### src/rtl/cpu_irq_pkg.sv
package cpu_irq_pkg;
  localparam int ADDR_W = 3;

  typedef enum logic [ADDR_W-1:0] {
    REG_CTRL    = 3'd0,
    REG_PMASK   = 3'd1,
    REG_ACK     = 3'd2,
    REG_EOI     = 3'd3,
    REG_DEACT   = 3'd4,
    REG_RUNPRIO = 3'd5,
    REG_NONE6   = 3'd6,
    REG_NONE7   = 3'd7
  } regSel_e;

  typedef struct packed {
    logic ctrlWr;
    logic maskWr;
    logic ackRd;
    logic eoiWr;
    logic deactWr;
  } strobes_t;
endpackage

### src/rtl/cpu_irq_ctrl.sv
module cpu_irq_ctrl
  import cpu_irq_pkg::*;
(
  input  logic              regValid,
  input  logic              regWrite,
  input  logic [ADDR_W-1:0] regAddr,
  output strobes_t          strb,
  output regSel_e           rdSel
);
  regSel_e sel;

  always_comb begin
    sel          = regSel_e'(regAddr);
    rdSel        = sel;
    strb         = '0;
    strb.ctrlWr  = regValid &&  regWrite && (sel == REG_CTRL);
    strb.maskWr  = regValid &&  regWrite && (sel == REG_PMASK);
    strb.ackRd   = regValid && !regWrite && (sel == REG_ACK);
    strb.eoiWr   = regValid &&  regWrite && (sel == REG_EOI);
    strb.deactWr = regValid &&  regWrite && (sel == REG_DEACT);
  end
endmodule

### src/rtl/cpu_irq_dp.sv
module cpu_irq_dp
  import cpu_irq_pkg::*;
#(
  parameter int ID_W   = 10,
  parameter int PRIO_W = 8,
  parameter int DATA_W = 32,
  parameter int BYP_W  = 4
) (
  input  logic              clk,
  input  logic              rstN,
  input  strobes_t          strb,
  input  regSel_e           rdSel,
  input  logic [DATA_W-1:0] regWdata,
  output logic [DATA_W-1:0] regRdata,
  input  logic              bestValid,
  input  logic [ID_W-1:0]   bestId,
  input  logic [PRIO_W-1:0] bestPrio,
  output logic              actSet,
  output logic [ID_W-1:0]   actSetId,
  output logic              actClr,
  output logic [ID_W-1:0]   actClrId,
  output logic              irqOut
);
  localparam logic [ID_W-1:0]   SPUR_ID   = {ID_W{1'b1}};
  localparam logic [ID_W-1:0]   LAST_REAL = SPUR_ID - ID_W'(4);
  localparam logic [PRIO_W-1:0] IDLE_PRIO = {PRIO_W{1'b1}};
  localparam int CTL_EN     = 0;
  localparam int CTL_SPLIT  = 1;
  localparam int CTL_BYP_LO = 2;
  localparam int CTL_PAD    = DATA_W - BYP_W - 2;

  logic              enableQ, splitQ;
  logic [BYP_W-1:0]  bypQ;
  logic [PRIO_W-1:0] maskQ, runPrioQ;
  logic [ID_W-1:0]   runIdQ;
  logic              setQ, clrQ;
  logic [ID_W-1:0]   setIdQ, clrIdQ;

  logic            eligible, eoiHit, deactOk;
  logic [ID_W-1:0] wrId, ackId;

  always_comb begin
    wrId     = regWdata[ID_W-1:0];
    eligible = bestValid && enableQ && (bestId <= LAST_REAL) &&
               (bestPrio < maskQ) && (bestPrio < runPrioQ);
    ackId    = eligible ? bestId : SPUR_ID;
    eoiHit   = strb.eoiWr && (runPrioQ != IDLE_PRIO) && (wrId == runIdQ);
    deactOk  = strb.deactWr && splitQ && (wrId <= LAST_REAL);
  end

  always_ff @(posedge clk) begin
    if (!rstN) begin
      enableQ  <= 1'b0;
      splitQ   <= 1'b0;
      bypQ     <= '0;
      maskQ    <= '0;
      runPrioQ <= IDLE_PRIO;
      runIdQ   <= '0;
      setQ     <= 1'b0;
      setIdQ   <= '0;
      clrQ     <= 1'b0;
      clrIdQ   <= '0;
    end else begin
      setQ <= 1'b0;
      clrQ <= 1'b0;
      if (strb.ctrlWr) begin
        enableQ <= regWdata[CTL_EN];
        splitQ  <= regWdata[CTL_SPLIT];
        bypQ    <= regWdata[CTL_BYP_LO +: BYP_W];
      end
      if (strb.maskWr) maskQ <= regWdata[PRIO_W-1:0];
      if (strb.ackRd && eligible) begin
        runPrioQ <= bestPrio;
        runIdQ   <= bestId;
        setQ     <= 1'b1;
        setIdQ   <= bestId;
      end
      if (eoiHit) begin
        runPrioQ <= IDLE_PRIO;
        if (!splitQ) begin
          clrQ   <= 1'b1;
          clrIdQ <= wrId;
        end
      end
      if (deactOk) begin
        clrQ   <= 1'b1;
        clrIdQ <= wrId;
      end
    end
  end

  always_comb begin
    case (rdSel)
      REG_CTRL:    regRdata = {{CTL_PAD{1'b0}}, bypQ, splitQ, enableQ};
      REG_PMASK:   regRdata = DATA_W'(maskQ);
      REG_ACK:     regRdata = DATA_W'(ackId);
      REG_RUNPRIO: regRdata = DATA_W'(runPrioQ);
      default:     regRdata = '0;
    endcase
  end

  assign actSet   = setQ;
  assign actSetId = setIdQ;
  assign actClr   = clrQ;
  assign actClrId = clrIdQ;
  assign irqOut   = eligible;
endmodule

### src/rtl/cpu_irq_iface.sv
module cpu_irq_iface
  import cpu_irq_pkg::*;
#(
  parameter int ID_W   = 10,
  parameter int PRIO_W = 8,
  parameter int DATA_W = 32,
  parameter int BYP_W  = 4
) (
  input  logic              clk,
  input  logic              rstN,
  input  logic              regValid,
  input  logic              regWrite,
  input  logic [ADDR_W-1:0] regAddr,
  input  logic [DATA_W-1:0] regWdata,
  output logic [DATA_W-1:0] regRdata,
  input  logic              bestValid,
  input  logic [ID_W-1:0]   bestId,
  input  logic [PRIO_W-1:0] bestPrio,
  output logic              actSet,
  output logic [ID_W-1:0]   actSetId,
  output logic              actClr,
  output logic [ID_W-1:0]   actClrId,
  output logic              irqOut
);
  strobes_t strb;
  regSel_e  rdSel;

  cpu_irq_ctrl u_ctrl (
    .regValid(regValid), .regWrite(regWrite), .regAddr(regAddr),
    .strb(strb), .rdSel(rdSel)
  );

  cpu_irq_dp #(.ID_W(ID_W), .PRIO_W(PRIO_W), .DATA_W(DATA_W), .BYP_W(BYP_W)) u_dp (
    .clk(clk), .rstN(rstN), .strb(strb), .rdSel(rdSel),
    .regWdata(regWdata), .regRdata(regRdata),
    .bestValid(bestValid), .bestId(bestId), .bestPrio(bestPrio),
    .actSet(actSet), .actSetId(actSetId), .actClr(actClr), .actClrId(actClrId),
    .irqOut(irqOut)
  );
endmodule

### config.mk
export PLATFORM = sky130hd
export DESIGN_NAME = cpu_irq_iface
export DESIGN_NICKNAME = d
export VERILOG_FILES = /design/src/rtl/cpu_irq_pkg.sv /design/src/rtl/cpu_irq_ctrl.sv /design/src/rtl/cpu_irq_dp.sv /design/src/rtl/cpu_irq_iface.sv
export SDC_FILE = /design/constraint.sdc
export NUM_CORES = 1
export LEC_CHECK = 0
export BUFFER_PORTS_ARGS = -buffer_cell sky130_fd_sc_hd__buf_4
export CORE_MARGIN = 1.5
export CORE_UTILIZATION = 49
export CTS_CLUSTER_DIAMETER = 150
export DETAILED_ROUTE_END_ITERATION = 10
export PLACE_DENSITY_LB_ADDON = 0.3
export SYNTH_ARGS = -nofsm -noshare
export SYNTH_HDL_FRONTEND = slang
export SYNTH_HIERARCHICAL = 1
export SYNTH_SLANG_ARGS = --single-unit
### constraint.sdc
create_clock -name clk -period 2.7 [get_ports clk]
set_input_delay 0.135 -clock clk [delete_from_list [all_inputs] [get_ports clk]]
set_output_delay 0.135 -clock clk [all_outputs]
set_load 0.005 [all_outputs]
==> results of run 1 <==
## layer usage
metal,global-route usage,vias up,routed length [µm]
met5,0,-,0
met4,0.06491,0,77
met3,0.04598,8,456
met2,0.3810,84,3417
met1,0.3203,1160,3253
li1,-,1219,-
## registers in the layout, indices dropped and copies added (netlist names)
name / flops
u_dp/actClr: 1
u_dp/maskQ: 8
u_dp/actSet: 1
u_dp/enableQ: 1
u_dp/runPrioQ: 8
u_dp/actClrId: 10
u_dp/actSetId: 10
u_dp/splitQ: 1
u_dp/bypQ: 4
## tightest hold or removal path, cell delays in order
cell     delay, ns
buf_4         0.12
nand2_1       0.05
mux2i_1       0.05
## where the power goes
group	switching, W	leakage, nW	internal [W]	total [W]
Combinational	0.000106	1.13	0.0000932	0.000199
Clock	0.000252	0.0548	0.000279	0.000531
Sequential	0.00000222	0.355	0.000651	0.000653
Total	0.000360	1.54	0.00102	0.00138
## per-stage QoR
stage                       util  hold slack (ns)
after floorplan                -           0.2738
after global placement    0.5919           0.4125
after detailed placement  0.5919           0.4184
after CTS                 0.6127          0.09434
after global routing      0.6145           0.1052
final                     0.6145          0.09436
## final cells by class
cell class              count  share of cell area
multi-input cells         247              0.5002
flip-flops and latches     44              0.2587
repair buffers             74              0.1632
well taps                  72             0.02646
clock buffers               5             0.02021
inverters                  16             0.01764
clock inverters             3             0.01360
## logic make-up after synthesis
group	share of synthesized area
XOR/XNOR	0.03107
multiplexers	0.1420
buffers and inverters	0.1167
flip-flops	0.3125
AND/OR/NAND/NOR	0.2246
adder cells (fa/ha/maj)	0.06214
AO/OA/AOI/OAI	0.1096
other	0.001330
## cell usage after synthesis, types with 3 or more instances
| master | n | area share |
|---|---|---|
| dfxtp_1 | 44 | 0.31 |
| nor2_1 | 22 | 0.029 |
| nand3_1 | 4 | 0.0071 |
| xnor2_1 | 10 | 0.031 |
| nand2_1 | 41 | 0.055 |
| o21ai_0 | 3 | 0.0053 |
| ha_1 | 14 | 0.062 |
| clkbuf_1 | 12 | 0.016 |
| a211o_1 | 6 | 0.019 |
| mux2i_1 | 40 | 0.14 |
| buf_4 | 27 | 0.072 |
| o211ai_1 | 8 | 0.021 |
| nor2b_1 | 17 | 0.038 |
| o21a_1 | 4 | 0.011 |
| a22oi_1 | 3 | 0.0080 |
| a21oi_1 | 6 | 0.011 |
| inv_1 | 16 | 0.021 |
| nand4_1 | 20 | 0.044 |
## timing repair
item	CTS	global route
hold endpoints to repair	0	0
setup buffers	0	0
hold buffers	0	0
setup endpoints to repair	0	8
resized for setup	0	2
## final timing paths
path                                       start               end  slack, ns
worst max-delay path               u_dp/maskQ[7]       regRdata[2]       0.15
worst min-delay path                   bestId[8]  u_dp/actSetId[8]       0.09
worst max register to register     u_dp/maskQ[7]  u_dp/actSetId[9]       0.45
worst min register to register  u_dp/actClrId[8]  u_dp/actClrId[8]       0.47
==> reports/metrics.yaml, run 1 <==
clocking:
  cts_made_buffers: 5
  cts.sinks: 44
  clk_pin_slew_worst_paths_ns: 0.09
  cts-htree-levels: 2
  root_buffer: "clkbuf_8"
  cts_max_path_buffers: 2
  clk-insertion-delay-late_ns: 0.31
  cts_tree: "done"
worst_setup_path:
  path_buf_inv: 2
  crit_slowest_cell: "dfxtp_1"
  worstPathCellList: "inv_1, ha_1, a22oi_1, and4_1, and3_2, a31oi_4, a211o_1, buf_4"
  slowest_delay_ns: 0.38
  crit_path_start_kind: "register"
  path_max_fanout: 8
  crit_cells: 8
  cp.arrival_ns: 2.42
  endpoint_kind: "primary output"
  required_ns: 2.57
  r2r_cells: 8
  crit_family: "compound AO/OA/AOI/OAI gates"
  critical_path_class: "register to primary output"
pwr:
  p_leak_nw: 1.544
  total_power_w: 0.001384
  vdd.ir_drop.worst_v: 0.0002320
  p_per_area_nw_per_um2: 406.5
floorplanning:
  initial_core_util: 0.5088
  die-area_um2: 6217
  die_y_um: 78.85
  boundaryPins: 113
  core_um2: 5540
  die-width_um: 78.85
  rows: 27
sta:
  fmax_mhz: 391.5
  finalWorstSetupSlack_ns: 0.1455
  finalHoldViolCount: 0
  setup_viol: 0
  relSlewSlack: 0.5582
  worst_pin_slew_ns: 0.6627
  final_max_slew_viol_count: 0
  skew_ns: 0.009497
  rsz0062_at_grt: "no"
  period_minus_slack_ns: 2.554
  setup_tns_ns: 0
  min_period_over_period: 0.9461
cells_and_area:
  fillers: 513
  final_cell_mix: "buf_4 (74), dfxtp_1 (44), nand2_1 (41), mux2i_1 (40)"
  multi_input_area_um2: 1703
  layout_commonest_cell: "buf_4"
  drive_gt1_frac: 0.2288
  diodes: 0
  stdcell_area_um2: 3405
  area_growth_syn_to_layout_pct: 20.77
  layout.nets: 460
  final-seq-area_um2: 880.8
  instances_no_fill: 461
hold_path:
  hold_class: "primary input to register"
  worstHoldPathCells: 3
route:
  drt-initial-drc-count: 176
  drc: 0
  ant_nets: 0
  num_vias: 2471
  dr.pass1.iters: 4
  wl_um: 7204
  viasPerCell: 5.360
  routedWlPerCell_um: 15.63
global_routing:
  antenna_found_initial: 0
  grt_use_total: 0.2356
  grt_max_degree: 58
  overflow: 0
  grt_pass1_wl_um: 11520
  grt_pass1_vias: 2289
place:
  io_buffers: 68
  pre_cts_ws_ns: 0.4602
  dp_hpwl_um: 5389
  gp_congestion: 0.8775
  placed_area_um2: 3279
  dp.cells: 453
synth:
  ys_seq_area_frac: 0.3125
  synth_cells: 328
  ys_ff_latch: 44
  synth-async-reset-ratio: 0
  yosys_warnings: 6
  synth-main-ff-cell: "dfxtp_1"
  syn_area_per_cell_um2: 8.594
  ys_types: 39
  synth_edf_count: 0
  syn-cell-area_um2: 2819
flow_run:
  drv_cap: 0
status:
  status: "finished clean"
Power figures use the tool's default switching activity.
==> run 2: changes to the inputs <==
--- a/config.mk
+++ b/config.mk
@@ -5,7 +5,7 @@
 export SDC_FILE = /design/constraint.sdc
 export NUM_CORES = 1
 export LEC_CHECK = 0
-export BUFFER_PORTS_ARGS = -buffer_cell sky130_fd_sc_hd__buf_4
+export BUFFER_PORTS_ARGS = -buffer_cell sky130_fd_sc_hd__buf_2
 export CORE_MARGIN = 1.5
 export CORE_UTILIZATION = 49
 export CTS_CLUSTER_DIAMETER = 150
==> constraint.sdc (replaced) <==
create_clock -name clk -period 2.7 [get_ports clk]
set_input_delay 0.54 -clock clk [delete_from_list [all_inputs] [get_ports clk]]
set_output_delay 0.54 -clock clk [all_outputs]
set_load 0.005 [all_outputs]
==> reports/metrics.yaml, run 2 (same netlist as run 1, synthesis figures left out) <==
status:
  status: "complete, but fails checks"
  violations: "setup timing"
route:
  routedWlPerCell_um: 15.62
  viasPerCell: 5.370
  num_vias: 2556
  dr.pass1.iters: 4
  drt-initial-drc-count: 111
  wl_um: 7433
  drc: 0
  ant_nets: 0
sta:
  setup_viol: 1
  rsz0062_at_grt: "yes"
  finalHoldViolCount: 0
  min_period_over_period: 1.002
  relSlewSlack: 0.5590
  fmax_mhz: 369.7
  worst_pin_slew_ns: 0.6614
  setup_tns_ns: -0.004657
  skew_ns: 0.005882
  finalWorstSetupSlack_ns: -0.004657
  finalHoldWorstSlack_ns: 0.4617
  period_minus_slack_ns: 2.705
  final_max_slew_viol_count: 0
place:
  gp_congestion: 0.8750
  io_buffers: 68
  pre_cts_ws_ns: -0.1109
  dp_hpwl_um: 5434
  dp.cells: 461
worst_setup_path:
  slowest_delay_ns: 0.36
  required_ns: 2.16
  path_max_fanout: 8
  path_buf_inv: 2
  critPathLaunch: "u_dp/maskQ[7]"
  crit_family: "simple AND/OR/NAND/NOR gates"
  cp.arrival_ns: 2.16
  crit_slowest_cell: "dfxtp_2"
  crit_path_start_kind: "register"
  r2r_start: "u_dp/maskQ[7]"
  worstPathCellList: "inv_2, ha_4, nor4bb_4, and4_1, and3_4, a31oi_4, a311o_1, buf_2"
  endpoint_kind: "primary output"
  critical_path_class: "register to primary output"
global_routing:
  grt_pass1_vias: 2450
  overflow: 0
  grt_use_total: 0.2419
  grt_pass1_wl_um: 11800
  grt_max_degree: 33
  antenna_found_initial: 0
pwr:
  p_per_area_nw_per_um2: 401.0
  vdd.ir_drop.worst_v: 0.0002759
  p_leak_nw: 1.593
cells_and_area:
  layout_commonest_cell: "buf_2"
  layout.nets: 475
  fillers: 493
  final_cell_mix: "buf_2 (68), nand2_1 (41), mux2i_1 (40), dfxtp_1 (38), conb_1 (22)"
  drive_gt1_frac: 0.2921
  instances_no_fill: 476
  diodes: 0
  area_growth_syn_to_layout_pct: 21.97
clocking:
  cts.sinks: 44
  cts_made_buffers: 5
  clk-insertion-delay-late_ns: 0.30
  clk_pin_slew_worst_paths_ns: 0.09
  root_buffer: "clkbuf_8"
  cts_max_path_buffers: 2
  cts-htree-levels: 2
  cts_tree: "done"
hold_path:
  min_from: "u_dp/actClrId[3]"
  hold_class: "register to register"
floorplanning:
  die-area_um2: 6217
  die-width_um: 78.85
  core_um2: 5540
  rows: 27
  boundaryPins: 113
  initial_core_util: 0.5088
  die_y_um: 78.85
flow_run:
  drv_cap: 0
[run 2: changes by cell type in the layout (fill, tap and decap cells not counted), moves of 6 or more]
cell,change
buf_4,-56
buf_2,+68
dfxtp_2,+6
dfxtp_1,-6
[run 2: final timing paths]
path                                          to  slack (ns)  cells past startpoint
worst max-delay path                 regRdata[6]      -0.005                      8
worst min-delay path            u_dp/actClrId[3]        0.46                      2
worst max register to register  u_dp/actSetId[4]        0.53                     10
worst min register to register  u_dp/actClrId[3]        0.46                      2
[run 2: area by class of cell]
class                      count  area [µm²]  share of cell area
clock buffer                   5       68.82             0.02001
clock inverter                 3       46.29             0.01346
inverter                      16       60.06             0.01747
multi-input combinational    247        1767              0.5138
sequential                    44       888.4              0.2584
tap                           72       90.09             0.02620
timing repair buffer          89       518.0              0.1507
[run 2: repair_timing]
item,in CTS,in global routing
endpoints found under the hold margin,0,0
setup buffers,5,2
pin swaps,10,8
resized for setup,15,6
cloned,0,0
hold buffers,0,0
setup endpoints to repair,10,11
[run 2: report_power, final]
group,total (W),switching (W),internal [W],leakage [nW]
Combinational,0.000193,0.000111,0.0000823,1.18
Sequential,0.000653,0.00000229,0.000651,0.355
Clock,0.000532,0.000253,0.000279,0.0548
Total,0.00138,0.000366,0.00101,1.59
[run 2: layer usage]
| metal | wire [µm] | up-vias | share of wire | track usage |
|---|---|---|---|---|
| met5 | 0 | - | 0 | 0 |
| met4 | 100 | 0 | 0.013 | 0.09474 |
| met3 | 400 | 11 | 0.054 | 0.04023 |
| met2 | 3593 | 91 | 0.48 | 0.4034 |
| met1 | 3338 | 1204 | 0.45 | 0.3120 |
| li1 | - | 1250 | - | - |
[run 2: tightest hold or removal path: stages (launching register included)]
cell	delay (ns)
dfxtp_1	0.32
nand2_1	0.05
mux2i_1	0.06
[run 2: per-stage QoR]
stage / total power, W / cell area (µm²) / util
after global routing: 0.001434 / 3438 / 0.6206
after detailed placement: 0.0008491 / 3182 / 0.5743
after global placement: 0.0008472 / 3182 / 0.5743
final: 0.001379 / 3438 / 0.6206
after CTS: 0.001385 / 3392 / 0.6122
after floorplan: 0.0007936 / 2898 / -
==> run 3: changes to the inputs <==
--- a/config.mk
+++ b/config.mk
@@ -11,6 +11,7 @@
 export CTS_CLUSTER_DIAMETER = 150
 export DETAILED_ROUTE_END_ITERATION = 10
 export PLACE_DENSITY_LB_ADDON = 0.3
+export SETUP_SLACK_MARGIN = 0.2
 export SYNTH_ARGS = -nofsm -noshare
 export SYNTH_HDL_FRONTEND = slang
 export SYNTH_HIERARCHICAL = 1
==> reports/metrics.yaml, run 3 (same netlist as run 1, synthesis figures left out) <==
global_routing:
  grt_use_total: 0.2416
  grt_pass1_wl_um: 11780
  grt_pass1_vias: 2448
  antenna_found_initial: 0
  grt_max_degree: 33
  overflow: 0
cells_and_area:
  final_cell_mix: "buf_2 (68), nand2_1 (41), mux2i_1 (40), dfxtp_1 (38), conb_1 (22)"
  instances_no_fill: 475
  drive_gt1_frac: 0.2928
  layout.nets: 474
  area_growth_syn_to_layout_pct: 21.79
  stdcell_area_um2: 3433
  diodes: 0
  layout_commonest_cell: "buf_2"
  fillers: 492
floorplanning:
  die_y_um: 78.85
  initial_core_util: 0.5088
  boundaryPins: 113
  die-width_um: 78.85
  rows: 27
  die-area_um2: 6217
  core_um2: 5540
place:
  io_buffers: 68
  gp_congestion: 0.8750
  dp.cells: 461
  dp_hpwl_um: 5434
  placed_area_um2: 3182
clocking:
  cts.sinks: 44
  hold_buffers: 0
  cts_max_path_buffers: 2
  clk_pin_slew_worst_paths_ns: 0.09
  cts-htree-levels: 2
  cts_tree: "done"
  clk-insertion-delay-late_ns: 0.30
  cts_made_buffers: 5
  root_buffer: "clkbuf_8"
route:
  dr.pass1.iters: 5
  viasPerCell: 5.402
  num_vias: 2566
  wl_um: 7377
  drt-initial-drc-count: 134
  routedWlPerCell_um: 15.53
  drc: 0
  ant_nets: 0
worst_setup_path:
  r2r_start: "u_dp/maskQ[7]"
  path_max_fanout: 8
  endpoint_kind: "primary output"
  slowest_delay_ns: 0.36
  r2r_cells: 10
  crit_slowest_cell: "dfxtp_2"
  critical_path_class: "register to primary output"
  cp.arrival_ns: 2.17
  worstPathCellList: "inv_2, ha_4, nor4bb_4, and4_1, and3_4, a31oi_4, a311o_1, buf_2"
  required_ns: 2.16
  r2r_end: "u_dp/actSetId[0]"
  reg2reg_setup_slack_ns: 0.52
  crit_path_start_kind: "register"
sta:
  setup_viol: 1
  finalHoldViolCount: 0
  final_max_slew_viol_count: 0
  fmax_mhz: 369.4
  finalWorstSetupSlack_ns: -0.007151
  relSlewSlack: 0.5655
  min_period_over_period: 1.003
  worst_pin_slew_ns: 0.6518
  rsz0062_at_grt: "yes"
  period_minus_slack_ns: 2.707
  skew_ns: 0.005685
flow_run:
  drv_cap: 0
hold_path:
  worstHoldPathCells: 2
  hold_class: "register to register"
  min_from: "u_dp/actClrId[3]"
  holdPathEnd: "u_dp/actClrId[3]"
pwr:
  p_leak_nw: 1.588
  p_per_area_nw_per_um2: 402.0
  vdd.ir_drop.worst_v: 0.0002753
status:
  violations: "setup timing"
  status: "complete, but fails checks"
[run 3: cell types whose count changed in the layout (fill, tap and decap cells not counted), sizes merged]
cell  previous run  this run
buf             89        88
[run 3: critical path, delay by kind of cell, from the launching register on]
family          cells  cell delay (ns)
simple gates        3             0.72
flops               1             0.36
buf+inv             2             0.18
compound gates      2             0.45
fa+ha+maj           1             0.15
[run 3: area by class of cell]
class	instances	area (µm²)	share of cell area
inverters	16	60.06	0.01749
clock buffers	5	68.82	0.02004
repair buffers	88	510.5	0.1487
clock inverters	3	46.29	0.01348
multi-input cells	247	1769	0.5153
flip-flops and latches	44	888.4	0.2587
well taps	72	90.09	0.02624
[run 3: worst max-delay path by stage]
| stage | end | from | slack (ns) | depth (start not counted) |
|---|---|---|---|---|
| finish | regRdata[6] | u_dp/maskQ[7] | -0.007 | 8 |
| CTS | regRdata[4] | u_dp/maskQ[7] | -0.01 | 8 |
| detailed placement | regRdata[2] | bestPrio[7] | -0.11 | 8 |
| global route | regRdata[0] | u_dp/maskQ[7] | -0.09 | 8 |
| floorplan | regRdata[6] | bestPrio[1] | 0.26 | 6 |
| global placement | regRdata[2] | bestPrio[7] | -0.08 | 8 |
[run 3: where the power goes]
part | internal, W | total, W | switching [W]
Combinational | 0.0000823 | 0.000193 | 0.000111
Clock | 0.000279 | 0.000534 | 0.000255
Sequential | 0.000651 | 0.000653 | 0.00000224
[run 3: what timing repair did]
| action | 4_1_cts | 5_1_grt |
|---|---|---|
| setup endpoints to repair | 11 | 11 |
| buffers inserted | 4 | 2 |
| gates resized for setup | 18 | 4 |
| pin swaps | 7 | 6 |
[run 3: through the flow]
step	hold slack [ns]	total power, W	utilization	setup WS, ns	setup TNS [ns]
4_1_cts	0.4628	0.001386	0.6136	-0.01016	-0.02064
6_report	0.4616	0.001380	0.6197	-0.007151	-0.007151
2_1_floorplan	0.4544	0.0007936	-	0.2623	0
3_5_place_dp	0.4479	0.0008491	0.5743	-0.1109	-0.7426
5_1_grt	0.4915	0.001434	0.6197	-0.08887	-0.5839
3_3_place_gp	0.4424	0.0008472	0.5743	-0.08254	-0.5362
[run 3: layer usage]
| metal | vias up | global-route usage | part of all wire |
|---|---|---|---|
| met2 | 109 | 0.4017 | 0.48 |
| met1 | 1193 | 0.3148 | 0.44 |
| li1 | 1246 | - | - |
| met5 | - | 0 | 0 |
| met4 | 0 | 0.09649 | 0.021 |
| met3 | 18 | 0.03563 | 0.061 |
